File: config.mk
export PLATFORM = sky130hd
export DESIGN_NAME = bist_dram_adapter
export DESIGN_NICKNAME = d
export VERILOG_FILES = /design/src/rtl/bdra_pkg.sv /design/src/rtl/bdra_index_map.sv /design/src/rtl/bdra_lat_pipe.sv /design/src/rtl/bdra_line_buf.sv /design/src/rtl/bist_dram_adapter.sv
export SDC_FILE = /design/constraint.sdc
export NUM_CORES = 1
export LEC_CHECK = 0
export CAP_MARGIN = 20
export CORE_AREA = 10 10 212 214
export CTS_BUF_LIST = sky130_fd_sc_hd__clkbuf_8 sky130_fd_sc_hd__clkbuf_16
export DETAILED_ROUTE_END_ITERATION = 6
export DIE_AREA = 0 0 222 224
export GPL_ROUTABILITY_DRIVEN = 1
export PLACE_DENSITY = 0.71
export REMOVE_ABC_BUFFERS = 1
export SYNTH_ARGS = -nofsm -noshare
export SYNTH_HDL_FRONTEND = slang
export SYNTH_HIERARCHICAL = 1
export SYNTH_SLANG_ARGS = --single-unit
File: constraint.sdc
create_clock -name clk -period 5.3 [get_ports clk]
set_input_delay 0.53 -clock clk [delete_from_list [all_inputs] [get_ports clk]]
set_output_delay 0.53 -clock clk [all_outputs]
set_load 0.005 [all_outputs]
File: src/rtl/bdra_pkg.sv
`timescale 1ns/1ps
package bdra_pkg;
  localparam int LANES  = 4;
  localparam int LANE_W = $clog2(LANES);
  localparam int CTL_W  = LANE_W + 1;

  typedef struct packed {
    logic              cap;
    logic [LANE_W-1:0] lane;
  } rd_ctl_t;
endpackage

File: src/rtl/bdra_index_map.sv
`timescale 1ns/1ps
module bdra_index_map #(
  parameter int ADDR_W     = 20,
  parameter int WAY_W      = 4,
  parameter int MIN_SET_W  = 9,
  parameter int SIZE_STEPS = 6,
  parameter int SZ_W       = 3,
  localparam int IDX_W     = WAY_W + MIN_SET_W + SIZE_STEPS - 1,
  localparam int SET_LO    = ADDR_W - IDX_W
) (
  input  logic [ADDR_W-1:0] addr,
  input  logic [SZ_W-1:0]   size,
  output logic [IDX_W-1:0]  idx
);
  // one candidate index per cache size, way field above the set slice
  logic [IDX_W-1:0] cand [SIZE_STEPS];

  for (genvar s = 0; s < SIZE_STEPS; s++) begin : g_size
    localparam int SW = MIN_SET_W + s;
    assign cand[s] = IDX_W'({addr[ADDR_W-1 -: WAY_W], addr[SET_LO+SW-1:SET_LO]});
  end

  logic [SZ_W-1:0] sel;
  assign sel = (size >= SZ_W'(SIZE_STEPS - 1)) ? SZ_W'(SIZE_STEPS - 1) : size;
  assign idx = cand[sel];

  logic unused_low_bits;
  assign unused_low_bits = ^addr[SET_LO-1:0];
endmodule

File: src/rtl/bdra_lat_pipe.sv
`timescale 1ns/1ps
module bdra_lat_pipe #(
  parameter int DATA_W  = 64,
  parameter int MAX_LAT = 8,
  parameter int LAT_W   = 3,
  parameter int CTL_W   = 3
) (
  input  logic              clk,
  input  logic              rst_n,
  input  logic [LAT_W-1:0]  cfg_lat,
  input  logic              issue,
  input  logic [CTL_W-1:0]  issue_ctl,
  input  logic [DATA_W-1:0] ram_rdata,
  output logic              a_vld,
  output logic [CTL_W-1:0]  a_ctl,
  output logic [DATA_W-1:0] a_data
);
  logic [MAX_LAT-1:0] vsr;
  logic [CTL_W-1:0]   csr [MAX_LAT];

  always_ff @(posedge clk or negedge rst_n) begin
    if (!rst_n) begin
      vsr <= '0;
      for (int k = 0; k < MAX_LAT; k++) csr[k] <= '0;
    end else begin
      vsr    <= {vsr[MAX_LAT-2:0], issue};
      csr[0] <= issue_ctl;
      for (int k = 1; k < MAX_LAT; k++) csr[k] <= csr[k-1];
    end
  end

  // tap where the RAM word for the marked read is on ram_rdata
  logic             tap_v;
  logic [CTL_W-1:0] tap_c;
  assign tap_v = vsr[cfg_lat];
  assign tap_c = csr[cfg_lat];

  // first of the two fixed return registers
  always_ff @(posedge clk or negedge rst_n) begin
    if (!rst_n) begin
      a_vld  <= 1'b0;
      a_ctl  <= '0;
      a_data <= '0;
    end else begin
      a_vld <= tap_v;
      if (tap_v) begin
        a_ctl  <= tap_c;
        a_data <= ram_rdata;
      end
    end
  end
endmodule

File: src/rtl/bdra_line_buf.sv
`timescale 1ns/1ps
module bdra_line_buf #(
  parameter int DATA_W  = 64,
  parameter int LANES   = 4,
  parameter int LANE_W  = 2,
  localparam int LINE_W = LANES * DATA_W
) (
  input  logic              clk,
  input  logic              rst_n,
  input  logic              cap_vld,
  input  logic [LANE_W-1:0] cap_lane,
  input  logic [DATA_W-1:0] cap_data,
  output logic [LINE_W-1:0] line
);
  logic [DATA_W-1:0] lane_q [LANES];

  for (genvar g = 0; g < LANES; g++) begin : g_lane
    always_ff @(posedge clk or negedge rst_n) begin
      if (!rst_n)                                   lane_q[g] <= '0;
      else if (cap_vld && cap_lane == LANE_W'(g))   lane_q[g] <= cap_data;
    end
    assign line[g*DATA_W +: DATA_W] = lane_q[g];
  end
endmodule

File: src/rtl/bist_dram_adapter.sv
`timescale 1ns/1ps
module bist_dram_adapter #(
  parameter int ADDR_W     = 20,
  parameter int DATA_W     = 64,
  parameter int WAY_W      = 4,
  parameter int MIN_SET_W  = 9,
  parameter int SIZE_STEPS = 6,
  parameter int MAX_LAT    = 8,
  localparam int IDX_W     = WAY_W + MIN_SET_W + SIZE_STEPS - 1,
  localparam int SZ_W      = $clog2(SIZE_STEPS),
  localparam int LAT_W     = $clog2(MAX_LAT),
  localparam int LINE_W    = bdra_pkg::LANES * DATA_W,
  localparam int CTL_W     = bdra_pkg::CTL_W
) (
  input  logic              clk,
  input  logic              rst_n,
  input  logic [SZ_W-1:0]   cfg_size,
  input  logic [LAT_W-1:0]  cfg_lat,
  input  logic [ADDR_W-1:0] tst_addr,
  input  logic [DATA_W-1:0] tst_wdata,
  input  logic [1:0]        tst_ce,
  input  logic              tst_we,
  input  logic [CTL_W-1:0]  tst_rdctl,
  output logic              ram_ce,
  output logic              ram_we,
  output logic [IDX_W-1:0]  ram_idx,
  output logic [DATA_W-1:0] ram_wdata,
  input  logic [DATA_W-1:0] ram_rdata,
  output logic              rd_valid,
  output logic [DATA_W-1:0] rd_data,
  output logic [LINE_W-1:0] line_buf
);
  import bdra_pkg::*;

  // request side: straight to the RAM
  logic issue;
  assign ram_ce    = tst_ce[0];
  assign ram_we    = tst_ce[0] & tst_we;
  assign ram_wdata = tst_wdata;
  assign issue     = tst_ce[0] & ~tst_we;

  logic unused_ce_hi;
  assign unused_ce_hi = tst_ce[1];

  bdra_index_map #(
    .ADDR_W(ADDR_W), .WAY_W(WAY_W), .MIN_SET_W(MIN_SET_W),
    .SIZE_STEPS(SIZE_STEPS), .SZ_W(SZ_W)
  ) u_map (
    .addr(tst_addr), .size(cfg_size), .idx(ram_idx)
  );

  // return side: latency tap plus two fixed stages
  logic              a_vld;
  logic [CTL_W-1:0]  a_ctl;
  logic [DATA_W-1:0] a_data;
  rd_ctl_t           a_ctl_s;

  bdra_lat_pipe #(
    .DATA_W(DATA_W), .MAX_LAT(MAX_LAT), .LAT_W(LAT_W), .CTL_W(CTL_W)
  ) u_pipe (
    .clk(clk), .rst_n(rst_n), .cfg_lat(cfg_lat),
    .issue(issue), .issue_ctl(tst_rdctl), .ram_rdata(ram_rdata),
    .a_vld(a_vld), .a_ctl(a_ctl), .a_data(a_data)
  );

  assign a_ctl_s = rd_ctl_t'(a_ctl);

  always_ff @(posedge clk or negedge rst_n) begin
    if (!rst_n) begin
      rd_valid <= 1'b0;
      rd_data  <= '0;
    end else begin
      rd_valid <= a_vld;
      if (a_vld) rd_data <= a_data;
    end
  end

  bdra_line_buf #(
    .DATA_W(DATA_W), .LANES(LANES), .LANE_W(LANE_W)
  ) u_lbuf (
    .clk(clk), .rst_n(rst_n),
    .cap_vld(a_vld & a_ctl_s.cap), .cap_lane(a_ctl_s.lane),
    .cap_data(a_data), .line(line_buf)
  );
endmodule

==> summary.txt <==
Status
  – Status: finished with violations
  – Failing checks: hold timing

Pwr
  – Power density over the cells: 583 mW/mm²
  – VDD IR-drop max: 0.390 mV
  – Pleak: 9.67 nW

Yosys
  – Yosys cell types: 33
  – Yosys reg bits: 421
  – Syn avg cell area: 16.8 µm²
  – Async SR Flop Fraction: 1.00
  – Sequential area share after synthesis: 0.636
  – Syn Inst Count: 983
  – EDFF count, synth: 0
  – Main synth FF type: dfrtp_1
  – Synth warn: 6
  – Synth Cell Area: 0.0166 mm²

Setup path
  – Startpoint types: input pin
  – Worst Path Buf+Inv: 2
  – CP max stage delay: ~0.78 ns
  – CP Class: in -> out
  – Cell mode on critical path: clkdlybuf4s50_1
  – CP endpoint kind: primary output
  – Crit path required time: 4.77 ns
  – Slowest stage cell on the critical path: clkdlybuf4s50_1
  – Critical path peak fanout: 13
  – CP delay by family, top: buffers and inverters
  – Worst EP arrival: around 2.5 ns
  – Critical-path cell list: clkdlybuf4s50_1, mux2i_1, or2_1, a32oi_1, clkdlybuf4s50_1

GRT
  – Global-route wire length before repair: 73700 µm
  – GRT overflow: 0
  – Largest net degree at the start of global routing: 154
  – Initial antenna violation count: 1
  – Total GRT Usage: 0.199
  – Vias in the first global route: approximately 10000

Cells and area
  – Most common cell after layout, fill and taps aside: dfrtp_1
  – Area growth syn-to-layout: 33.1%
  – Number of fill cells in the layout: 3286
  – Sequential Area: 0.0105 mm²
  – Post-layout instance area: roughly 0.022 mm²
  – Nets@finish: 1501
  – Area of the multi-input gates: 0.00509 mm²
  – Most frequent cells in the layout: dfrtp_1, clkdlybuf4s50_1, mux2_2
  – Layout cells sized above 1: 0.290

Placed design
  – Placed standard-cell area: 0.0206 mm²
  – Gpl congestion: just under 0.8
  – PortBufs: 417
  – HPWL Detailed: 37000 µm

Die
  – Core footprint: 0.0406 mm²
  – Die ar.: a little under 0.05 mm²
  – Die Wd: roughly 220 µm
  – Ports: ~570
  – Die Y: 224 µm
  – Initial Utilization: 0.408
  – Rows: 74

CTS
  – Resize count post-CTS: 0
  – Hold_buf cts: 0
  – # clock sinks: roughly 420
  – Setup Buffers After CTS: 0
  – TritonCTS buffer count: 44
  – CTS tree: done
  – Clk buf depth: 3
  – H-tree depth: 2
  – Worst-Skew Late Latency: 0.56 ns
  – CTS clock-pin slew for the worst setup and hold paths: 0.06 ns
  – Root Driver: clkbuf_16

Drt
  – DR vias/cell: 4.94
  – DRC viols: 0
  – Routed WL: 51000 µm
  – Routed len/inst: roughly 27 µm
  – Vias: about 9400
  – Drt initial violations: 492
  – Routed Antenna Nets: 0
  – Pre-antenna DRT Iters: 4

Timing
  – Max_slew headroom: 0.451
  – Worst slew pin tran: 0.824 ns
  – Worst clock skew: 0.0235 ns
  – F_max: ~330 MHz
  – Worst hold slack: -0.000303 ns
  – Hold Fails Final Rpt: 2
  – Fin. max-slew vios: 0
  – Fin crit period: 3.00 ns
  – RSZ-0062 raised after global routing: false
  – Setup violators final: 0
  – Ratio of final minimum period to clock period: 0.567

Flow run
  – Max-cap violations: 0

Worst hold path
  – Worst hold path type: in -> async
## layout make-up
class,count,area share
Antenna cell,1,0.000114
Inverter,1,0.000170
Timing Repair Buffer,430,0.195
Clock buffer,55,0.0574
Sequential cell,421,0.478
Multi-Input combinational cell,441,0.231
Tap cell,532,0.0302
Clock inverter,20,0.00727
## logic make-up after synthesis
family | after synthesis | share of synthesized area
DFF | 421 | 0.636
muxes | 403 | 0.291
buffers and inverters | 121 | 0.0568
and+or+nand+nor | 23 | 0.00847
AOI/OAI and AO/OA | 15 | 0.00718
## metal layers
metal | vias to the layer above | global-route usage | wire [µm] | share of wire
met5 | - | 0.0498 | 279 | 0.0055
met4 | 6 | 0.0557 | 986 | 0.019
met3 | 66 | 0.131 | 6910 | 0.14
met2 | 405 | 0.289 | 22100 | 0.43
met1 | 4813 | 0.232 | 20700 | 0.41
li1 | 4095 | - | - | -
## state kept, by name, indices dropped and copies added, names as in the netlist
name           cells
rd_valid           1
u_pipe/a_data     64
u_pipe/a_vld       1
u_pipe/csr        24
u_lbuf/line      256
rd_data           64
u_pipe/a_ctl       3
u_pipe/vsr         8
## report_power, final
part,switching (W),internal (W)
combinational,0.00142,0.00304
clock,0.00122,0.00181
sequential,0.000845,0.00452
total,0.00348,0.00938
## metrics by stage
stage	setup slack, ns	cells	setup TNS, ns	util	total power (W)
floorplan	-0.483	863	-26.32	-	0.00673
global placement	1.96	1825	0	0.508	0.00982
detailed placement	1.95	1825	0	0.508	0.00996
CTS	2.30	1900	0	0.543	0.0131
global route	2.20	1901	0	0.543	0.0135
finish	2.30	1901	0	0.543	0.0129
## cells in the mapped netlist, drive strengths merged (2+ instances only)
library cell	n	share of area
nand2	5	0.0013
clkbuf	10	0.0023
nor2	4	0.00091
mux2	391	0.28
mux4	8	0.011
dfrtp	421	0.64
o21ai	3	0.00091
mux2i	4	0.0032
buf	110	0.054
a22o	5	0.0026
nand3b	2	0.00091
nor2b	3	0.0011
and2	3	0.0011
## final timing paths
kind | from | endpoint | slack (ns) | depth (start not counted)
worst max-delay path | cfg_size[0] | ram_idx[13] | 2.30 | 5
worst min-delay path | rst_n | rd_data[21]$_DFFE_PN0P_ | -0.0003 | 1
worst max register to register | u_pipe/a_vld$_DFF_PN0_ | u_lbuf/line[229]$_DFFE_PN0P_ | 2.53 | 4
worst min register to register | u_pipe/vsr[1]$_DFF_PN0_ | u_pipe/vsr[2]$_DFF_PN0_ | 0.37 | 0
max in group asynchronous | rst_n | u_pipe/csr[12]$_DFF_PN0_ | 4.01 | 2
min in group clk | u_pipe/vsr[1]$_DFF_PN0_ | u_pipe/vsr[2]$_DFF_PN0_ | 0.37 | 0
(Power assumes the default switching activity.)
